===== src/rtl/fgr_pkg.sv =====
package fgr_pkg;
   localparam int REG_W   = 8;
   localparam int SIZE_W  = 4;
   localparam int OPEN_IX = 7;

   typedef struct packed {
      logic              open;
      logic [SIZE_W-1:0] size;
   } prot_t;

   localparam prot_t FAILSAFE = '{open: 1'b0, size: {SIZE_W{1'b1}}};

   function automatic logic [REG_W-1:0] to_byte(prot_t p);
      logic [REG_W-1:0] b;
      b              = '0;
      b[OPEN_IX]     = p.open;
      b[SIZE_W-1:0]  = p.size;
      return b;
   endfunction

   function automatic prot_t from_byte(logic [REG_W-1:0] b);
      prot_t p;
      p.open = b[OPEN_IX];
      p.size = b[SIZE_W-1:0];
      return p;
   endfunction
endpackage


===== src/rtl/fgr_boot_load.sv =====
module fgr_boot_load
   import fgr_pkg::*;
#(
   parameter int                ADDR_W    = 18,
   parameter logic [ADDR_W-1:0] BOOT_ADDR = 18'h3FF0D
) (
   input  logic              clk,
   input  logic              rst_n,
   output logic              cfg_req,
   output logic [ADDR_W-1:0] cfg_addr,
   input  logic              cfg_ack,
   input  logic [REG_W-1:0]  cfg_data,
   input  logic              cfg_dbl_fault,
   output logic              busy,
   output logic              load_en,
   output prot_t             load_val,
   output logic              fault_sticky
);
   typedef enum logic {BL_FETCH, BL_DONE} bl_state_e;
   bl_state_e state_q;

   assign busy     = (state_q == BL_FETCH);
   assign cfg_req  = busy;
   assign cfg_addr = BOOT_ADDR;
   assign load_en  = busy && cfg_ack;
   assign load_val = cfg_dbl_fault ? FAILSAFE : from_byte(cfg_data);

   always_ff @(posedge clk or negedge rst_n) begin
      if (!rst_n) begin
         state_q      <= BL_FETCH;
         fault_sticky <= 1'b0;
      end else if (load_en) begin
         state_q      <= BL_DONE;
         fault_sticky <= cfg_dbl_fault;
      end
   end
endmodule


===== src/rtl/fgr_write_filter.sv =====
module fgr_write_filter
   import fgr_pkg::*;
(
   input  logic             clk,
   input  logic             rst_n,
   input  logic             load_en,
   input  prot_t            load_val,
   input  logic             wr_en,
   input  logic [REG_W-1:0] wdata,
   output prot_t            cur
);
   prot_t wr_val, nxt;

   always_comb begin
      wr_val      = from_byte(wdata);
      nxt         = cur;
      nxt.open    = cur.open & wr_val.open;
      if (wr_val.size > cur.size)
         nxt.size = wr_val.size;
   end

   always_ff @(posedge clk or negedge rst_n) begin
      if (!rst_n)
         cur <= FAILSAFE;
      else if (load_en)
         cur <= load_val;
      else if (wr_en)
         cur <= nxt;
   end
endmodule


===== src/rtl/fgr_access_check.sv =====
module fgr_access_check
   import fgr_pkg::*;
#(
   parameter int SECTOR_W = 6
) (
   input  logic                clk,
   input  logic                rst_n,
   input  logic                busy,
   input  prot_t               cur,
   input  logic                acc_req,
   input  logic [SECTOR_W-1:0] acc_sector,
   output logic                acc_fwd,
   output logic                violation
);
   logic in_range, blocked;

   generate
      if (SECTOR_W == SIZE_W) begin : g_same_w
         assign in_range = (acc_sector <= cur.size);
      end else begin : g_wide
         assign in_range = (acc_sector[SECTOR_W-1:SIZE_W] == '0) &&
                           (acc_sector[SIZE_W-1:0] <= cur.size);
      end
   endgenerate

   assign blocked = busy || (!cur.open && in_range);

   always_ff @(posedge clk or negedge rst_n) begin
      if (!rst_n) begin
         acc_fwd   <= 1'b0;
         violation <= 1'b0;
      end else begin
         acc_fwd   <= acc_req && !blocked;
         violation <= acc_req && blocked;
      end
   end
endmodule


===== src/rtl/flash_guard_reg.sv =====
module flash_guard_reg
   import fgr_pkg::*;
#(
   parameter int                ADDR_W    = 18,
   parameter logic [ADDR_W-1:0] BOOT_ADDR = 18'h3FF0D,
   parameter int                SECTOR_W  = 6
) (
   input  logic                clk,
   input  logic                rst_n,
   output logic                cfg_req,
   output logic [ADDR_W-1:0]   cfg_addr,
   input  logic                cfg_ack,
   input  logic [7:0]          cfg_data,
   input  logic                cfg_dbl_fault,
   output logic                busy,
   output logic                fault_sticky,
   input  logic                bus_wr,
   input  logic [7:0]          bus_wdata,
   output logic [7:0]          bus_rdata,
   input  logic                acc_req,
   input  logic [SECTOR_W-1:0] acc_sector,
   output logic                acc_fwd,
   output logic                violation
);
   if (SECTOR_W < SIZE_W) begin : g_chk_sector
      $error("SECTOR_W must be at least the size field width");
   end
   if (ADDR_W < 1) begin : g_chk_addr
      $error("ADDR_W must be positive");
   end

   logic  load_en;
   prot_t load_val, cur;

   fgr_boot_load #(.ADDR_W(ADDR_W), .BOOT_ADDR(BOOT_ADDR)) u_boot (
      .clk          (clk),
      .rst_n        (rst_n),
      .cfg_req      (cfg_req),
      .cfg_addr     (cfg_addr),
      .cfg_ack      (cfg_ack),
      .cfg_data     (cfg_data),
      .cfg_dbl_fault(cfg_dbl_fault),
      .busy         (busy),
      .load_en      (load_en),
      .load_val     (load_val),
      .fault_sticky (fault_sticky)
   );

   fgr_write_filter u_filt (
      .clk     (clk),
      .rst_n   (rst_n),
      .load_en (load_en),
      .load_val(load_val),
      .wr_en   (bus_wr && !busy),
      .wdata   (bus_wdata),
      .cur     (cur)
   );

   fgr_access_check #(.SECTOR_W(SECTOR_W)) u_acc (
      .clk       (clk),
      .rst_n     (rst_n),
      .busy      (busy),
      .cur       (cur),
      .acc_req   (acc_req),
      .acc_sector(acc_sector),
      .acc_fwd   (acc_fwd),
      .violation (violation)
   );

   assign bus_rdata = to_byte(cur);
endmodule


===== config.mk =====
export PLATFORM = sky130hd
export DESIGN_NAME = flash_guard_reg
export DESIGN_NICKNAME = d
export VERILOG_FILES = /design/src/rtl/fgr_pkg.sv /design/src/rtl/fgr_boot_load.sv /design/src/rtl/fgr_write_filter.sv /design/src/rtl/fgr_access_check.sv /design/src/rtl/flash_guard_reg.sv
export SDC_FILE = /design/constraint.sdc
export NUM_CORES = 1
export LEC_CHECK = 0
export BUFFER_PORTS_ARGS = -buffer_cell sky130_fd_sc_hd__buf_2
export CORE_MARGIN = 1.5
export CORE_UTILIZATION = 39
export CTS_CLUSTER_DIAMETER = 60
export CTS_CLUSTER_SIZE = 24
export DETAILED_ROUTE_END_ITERATION = 6
export MAX_ROUTING_LAYER = met4
export PLACE_DENSITY_LB_ADDON = 0.3
export SLEW_MARGIN = 10
export SYNTH_ARGS = -nofsm -noshare
export SYNTH_HDL_FRONTEND = slang
export SYNTH_SLANG_ARGS = --single-unit

===== constraint.sdc =====
create_clock -name clk -period 1.9 [get_ports clk]
set_input_delay 0.19 -clock clk [delete_from_list [all_inputs] [get_ports clk]]
set_output_delay 0.19 -clock clk [all_outputs]
set_load 0.02 [all_outputs]

==> run_results.csv, run 1 <==
group,metric,value,unit
cells_and_area,stdcell_count,149,
synthesis,synth_edf_count,0,
power_and_ir_drop,p_leak,0.522,nW
synthesis,synth_top_area_frac,0.209,
route,drc,0,
die,start_util,0.407,
clocking,cts_sinks,9,
cells_and_area,drive_gt1_frac,0.377,
power_and_ir_drop,power_density,1060,nW/µm²
route,via_count,648,
critical_path,critPathKind,"reg -> reg",
grt,grt_max_degree,10,
grt,met3_usage,0.0226,
grt,grt_pass1_vias,553,
critical_path,worstPathCellList,"inv_1 > ha_1 > a21oi_1 > nor2b_1 > o31a_1 > o211a_1",
sta,tns,0,ps
synthesis,synth_common_cells,"buf_4, ha_1, inv_1, nor2_1",
placement,dp_hpwl,1200,µm
grt,grt_use_met2,0.221,
power_and_ir_drop,netSwitchingFraction,0.407,
route,drt_iter0_drc,4,
grt,grtUsageMet1,0.149,
cells_and_area,fin_util,0.480,
die,die_y,48.0,µm
critical_path,cp_data_arrival_time,1850,ps
die,rows,16,
die,dieArea,2310,µm²
clocking,cts_buffers,3,
sta,min_period,1710,ps
route,dr.pass1.iters,4,
synthesis,synth_top_area_cell,"buf_4",
grt,grtUsageTotal,0.139,
clocking,cts-root-buf,"clkbuf_4",
sta,hold_viol,0,
placement,dp.cells,144,
sta,drv_slew,0,
synthesis,synthFlopType,"dfrtp_1",
sta,worst_slack,190,ps
critical_path,end_kind,"flip-flop",
job,drv_cap,0,
power_and_ir_drop,peakVddDrop,439,µV
critical_path,startpoint_type,"flip-flop",
cells_and_area,fillCellCount,210,
cells_and_area,layout.nets,159,
route,viasPerCell,4.35,
route,wl_per_cell,9.11,µm
sta,fin_skew,3.66,ps
cells_and_area,area_delta_synth_final,17.9,%
sta,setup_viol,0,
die,coreArea,1940,µm²
sta,rsz0062_at_grt,"no",
route,wl,1360,µm
critical_path,cp_slowest_stage_delay,530,ps
clocking,cts_buffer_depth,2,
clocking,insertion_delay,250,ps
placement,dp_worst_setup_slack,197,ps
status,status,"completed",
grt,grt_pass1_wl,2090,µm
grt,grt.busiest_layer,"met2",
grt,grt-ovfl-total,0,
synthesis,yosys-top-cells-area,"buf_4, dfrtp_1, dfstp_2, ha_1, mux2i_1",
synthesis,ys_ff_latch,9,
die,die_x,48.0,µm
min_path,hp-class,"in -> reg",
clocking,cts_tree,"built",
placement,port-buffer-count,31,
cells_and_area,multiInputGateArea,439,µm²
synthesis,synth_area_per_cell,8.99,µm²
power_and_ir_drop,comb_power_share,0.544,
synthesis,yosysSeqAreaShare,0.291,
power_and_ir_drop,p_int,0.587,mW
die,ios,59,
sta,max_freq,585,MHz
cells_and_area,antenna-diode-count,0,
clocking,postCtsSetupRepairBufs,0,
placement,gp_congestion,0.705,
power_and_ir_drop,pwr-share-clk,0.142,
critical_path,cpMaxStageDelayCell,"dfstp_2",
critical_path,critPathMaxFanout,3,
synthesis,async_flop_share,1.00,
sta,post-route-period-util,0.900,
cells_and_area,register_area,230,µm²
clocking,clkTransAtPathRegs,60,ps
synthesis,synth.most_common_cell,"buf_4",
synthesis,syn-instance-count,88,
critical_path,required,2040,ps
route,ant_nets,0,
synthesis,yosys_warnings,0,
synthesis,ys_types,29,
grt,antenna_found_initial,0,
clocking,htree_num_levels,1,
power_and_ir_drop,seqPwrFrac,0.313,
synthesis,syn_area,791,µm²
power_and_ir_drop,p_sw,0.403,mW
==> through the flow <==
| step | area (µm²) | total power [mW] | hold WS, ps |
|---|---|---|---|
| floorplan | 862 | 0.734 | -106 |
| global placement | 896 | 0.834 | 42.0 |
| detailed placement | 896 | 0.853 | 43.4 |
| CTS | 932 | 0.999 | 147 |
| global route | 932 | 1.09 | 147 |
| finish | 932 | 0.990 | 151 |
==> power groups by stage <==
stage / Clock [mW] / Combinational (mW) / Sequential (mW)
6_report: 0.141 / 0.539 / 0.310
5_1_grt: 0.156 / 0.607 / 0.322
4_1_cts: 0.146 / 0.543 / 0.310
3_5_place_dp: 0 / 0.539 / 0.313
3_3_place_gp: 0 / 0.525 / 0.308
2_1_floorplan: 0 / 0.356 / 0.378
==> cells by family after synthesis <==
group                      count (synthesis)  synth area share
adders and majority gates                  8             0.127
and+or+nand+nor                           21             0.135
AOI/OAI and AO/OA                         14             0.123
muxes                                      5            0.0712
other                                      2           0.00950
buffers and inverters                     29             0.244
DFF                                        9             0.291
==> repair_timing <==
action	in CTS	in global routing
hold buffers	1	0
gates resized for setup	0	0
hold endpoints to repair	9	0
==> path summary, 6_finish.rpt <==
| path | depth (start not counted) | from | to | slack, ps |
|---|---|---|---|---|
| max in group asynchronous | 2 | rst_n | u_filt.cur[2] | 1360 |
| hold reg to reg | 1 | u_boot.fault_sticky | u_boot.fault_sticky | 520 |
| min in group asynchronous | 2 | rst_n | u_acc.violation | 300 |
| setup reg to reg | 6 | u_filt.cur[2] | u_acc.acc_fwd | 190 |
| hold / removal | 2 | cfg_ack | u_boot.state_q | 150 |
| setup / recovery | 6 | u_filt.cur[2] | u_acc.acc_fwd | 190 |
==> metal layers <==
| metal | wire, µm | vias up |
|---|---|---|
| met4 | 38 | 0 |
| met5 | 0 | - |
| li1 | - | 325 |
| met3 | 95 | 4 |
| met2 | 646 | 33 |
| met1 | 577 | 286 |
==> placed cells by master (no fill, tap or decap), drive strengths merged, types with 2 or more instances in the layout <==
cell	count
o21ai	5
conb	21
a21oi	3
inv	6
dfrtp	5
ha	8
nand2	5
mux2i	3
buf	33
clkbuf	4
nand4	2
nor2b	3
mux2	2
nor2	6
dfstp	4
==> state kept, by name, summed over array words and instances (netlist names) <==
signal and flops:
u_acc.acc_fwd 1, u_acc.violation 1, u_boot.fault_sticky 1, u_boot.state_q 1, u_filt.cur 5
==> cell type report <==
cell class              instances  area share
multi-input cells              69       0.471
flip-flops and latches          9       0.247
repair buffers                 34       0.193
well taps                      27      0.0362
clock buffers                   4      0.0282
inverters                       6      0.0242
==> critical path: cells and delay by family, from the launching register on <==
family                   cells  cell delay [ps]
AO/OA/AOI/OAI                3              610
adder cells (fa/ha/maj)      1              330
buffers and inverters        1               70
flip-flops                   1              530
AND/OR/NAND/NOR              1               70
Power figures use the tool's default switching activity.
==> run 2: changes to the inputs <==
- CTS_CLUSTER_DIAMETER: 60 -> 80
- REMOVE_ABC_BUFFERS: default -> 1
==> run_results.csv, run 2 (synthesis gave the netlist of run 1 again) <==
group,metric,value,unit
clocking,insertion_delay,260,ps
critical_path,r2r_start,"u_filt.cur[1]",
grt,grtUsageTotal,0.133,
grt,grt_pass1_wl,2020,µm
die,start_util,0.407,
placement,dp_hpwl,1250,µm
power_and_ir_drop,pwr-share-clk,0.145,
power_and_ir_drop,p_int,0.595,mW
critical_path,end_kind,"flip-flop",
sta,fin_skew,12.6,ps
cells_and_area,drive_gt1_frac,0.403,
critical_path,startpoint_type,"flip-flop",
route,drc,0,
die,rows,16,
clocking,cts_tree,"built",
min_path,hp-class,"in -> reg",
critical_path,rrSetupSlack,140,ps
cells_and_area,largest_reg_flops,5,
critical_path,setup.worst_path.end,"u_filt.cur[1]",
die,coreArea,1940,µm²
placement,gp_congestion,0.683,
cells_and_area,layout.nets,161,
route,ant_nets,0,
job,drv_cap,0,
clocking,htree_num_levels,1,
grt,grt_max_degree,10,
sta,drv_slew,0,
route,wl_per_cell,9.46,µm
critical_path,reg2reg_to,"u_filt.cur[1]",
route,dr.pass1.iters,4,
placement,dpl_cell_area,903,µm²
route,wl,1430,µm
sta,min_period,1760,ps
power_and_ir_drop,comb_power_share,0.550,
clocking,cts_sinks,9,
route,viasPerCell,4.42,
sta,post-route-period-util,0.924,
grt,grt-ovfl-total,0,
cells_and_area,layout_common_cells,"buf_2, conb_1, ha_1",
cells_and_area,design_area,951,µm²
cells_and_area,final_common_cell,"buf_2",
sta,max_freq,569,MHz
power_and_ir_drop,seqPwrFrac,0.304,
clocking,cts_buffer_depth,2,
power_and_ir_drop,p_sw,0.414,mW
critical_path,cp_data_arrival_time,1940,ps
grt,antenna_found_initial,0,
die,die_x,48.0,µm
clocking,cts_buffers,3,
cells_and_area,antenna-diode-count,0,
die,ios,59,
route,via_count,667,
clocking,cts-root-buf,"clkbuf_4",
sta,rsz0062_at_grt,"no",
placement,port-buffer-count,31,
power_and_ir_drop,p_total,1.01,mW
power_and_ir_drop,peakVddDrop,372,µV
cells_and_area,registers.top_by_ff_count,"u_filt.cur",
grt,grt_use_met2,0.235,
sta,tns,0,ps
grt,grtUsageMet1,0.135,
critical_path,critPathKind,"reg -> reg",
sta,setup_viol,0,
cells_and_area,area_delta_synth_final,20.3,%
critical_path,required,2080,ps
power_and_ir_drop,p_leak,0.535,nW
critical_path,critPathMaxFanout,3,
sta,hold_viol,0,
cells_and_area,fillCellCount,187,
clocking,clkTransAtPathRegs,70,ps
power_and_ir_drop,netSwitchingFraction,0.410,
grt,grt_pass1_vias,521,
die,die_y,48.0,µm
critical_path,reg2reg_depth,7,
status,status,"completed",
grt,met3_usage,0.0226,
power_and_ir_drop,power_density,1060,nW/µm²
critical_path,crit_start,"u_filt.cur[1]",
die,dieArea,2310,µm²
grt,grt.busiest_layer,"met2",
route,drt_iter0_drc,7,
run 2: what timing repair did:
item	4_1_cts	5_1_grt
hold buffers	1	0
setup buffers	0	1
resized for setup	0	1
endpoints found under the setup margin	0	2
hold endpoints to repair	6	0
run 2: how the worst min path moves through the flow:
| stage | start | to | slack (ps) | cells past startpoint |
|---|---|---|---|---|
| final | cfg_ack | u_boot.state_q | 130 | 2 |
| after global routing | cfg_ack | u_boot.state_q | 130 | 2 |
| after CTS | cfg_ack | u_boot.state_q | 130 | 2 |
| after detailed placement | rst_n | u_acc.acc_fwd | 50 | 1 |
| after global placement | rst_n | u_acc.acc_fwd | 50 | 1 |
| after floorplan | rst_n | u_acc.acc_fwd | -110 | 0 |
run 2: cell type report:
cell class                      count  area, µm²  area share
Clock buffer                        3       22.5      0.0237
Clock inverter                      1       5.00     0.00526
Inverter                            6       22.5      0.0237
Multi-Input combinational cell     69        442       0.464
Sequential cell                     9        230       0.242
Tap cell                           27       33.8      0.0355
Timing Repair Buffer               36        195       0.205
run 2: metal layers:
metal  wire length (µm)  part of all wire
met5                  0                 0
met4                 22             0.015
met3                 65             0.046
met2                801              0.56
met1                538              0.38
run 2: power by group through the flow:
| stage | Combinational (mW) | Clock, mW | Sequential [mW] |
|---|---|---|---|
| global placement | 0.526 | 0 | 0.310 |
| global route | 0.622 | 0.165 | 0.315 |
| floorplan | 0.323 | 0 | 0.378 |
| finish | 0.556 | 0.147 | 0.307 |
| CTS | 0.546 | 0.151 | 0.308 |
| detailed placement | 0.542 | 0 | 0.311 |
run 2: worst max-delay path, stage by stage (launching register included):
cell and delay (ps):
dfstp_2 520, inv_1 70, ha_1 300, nor2b_2 140, o211ai_1 100, a21oi_2 220, buf_4 160, mux2i_1 180
run 2: through the flow:
step                      setup WS (ps)  hold slack, ps  utilization  cells
after global placement              156            45.4        0.465    145
after floorplan                     102            -106            -     84
after global routing               17.1             126        0.490    151
final                               144             131        0.490    151
after detailed placement           92.2            52.3        0.465    145
after CTS                          77.9             127        0.485    150
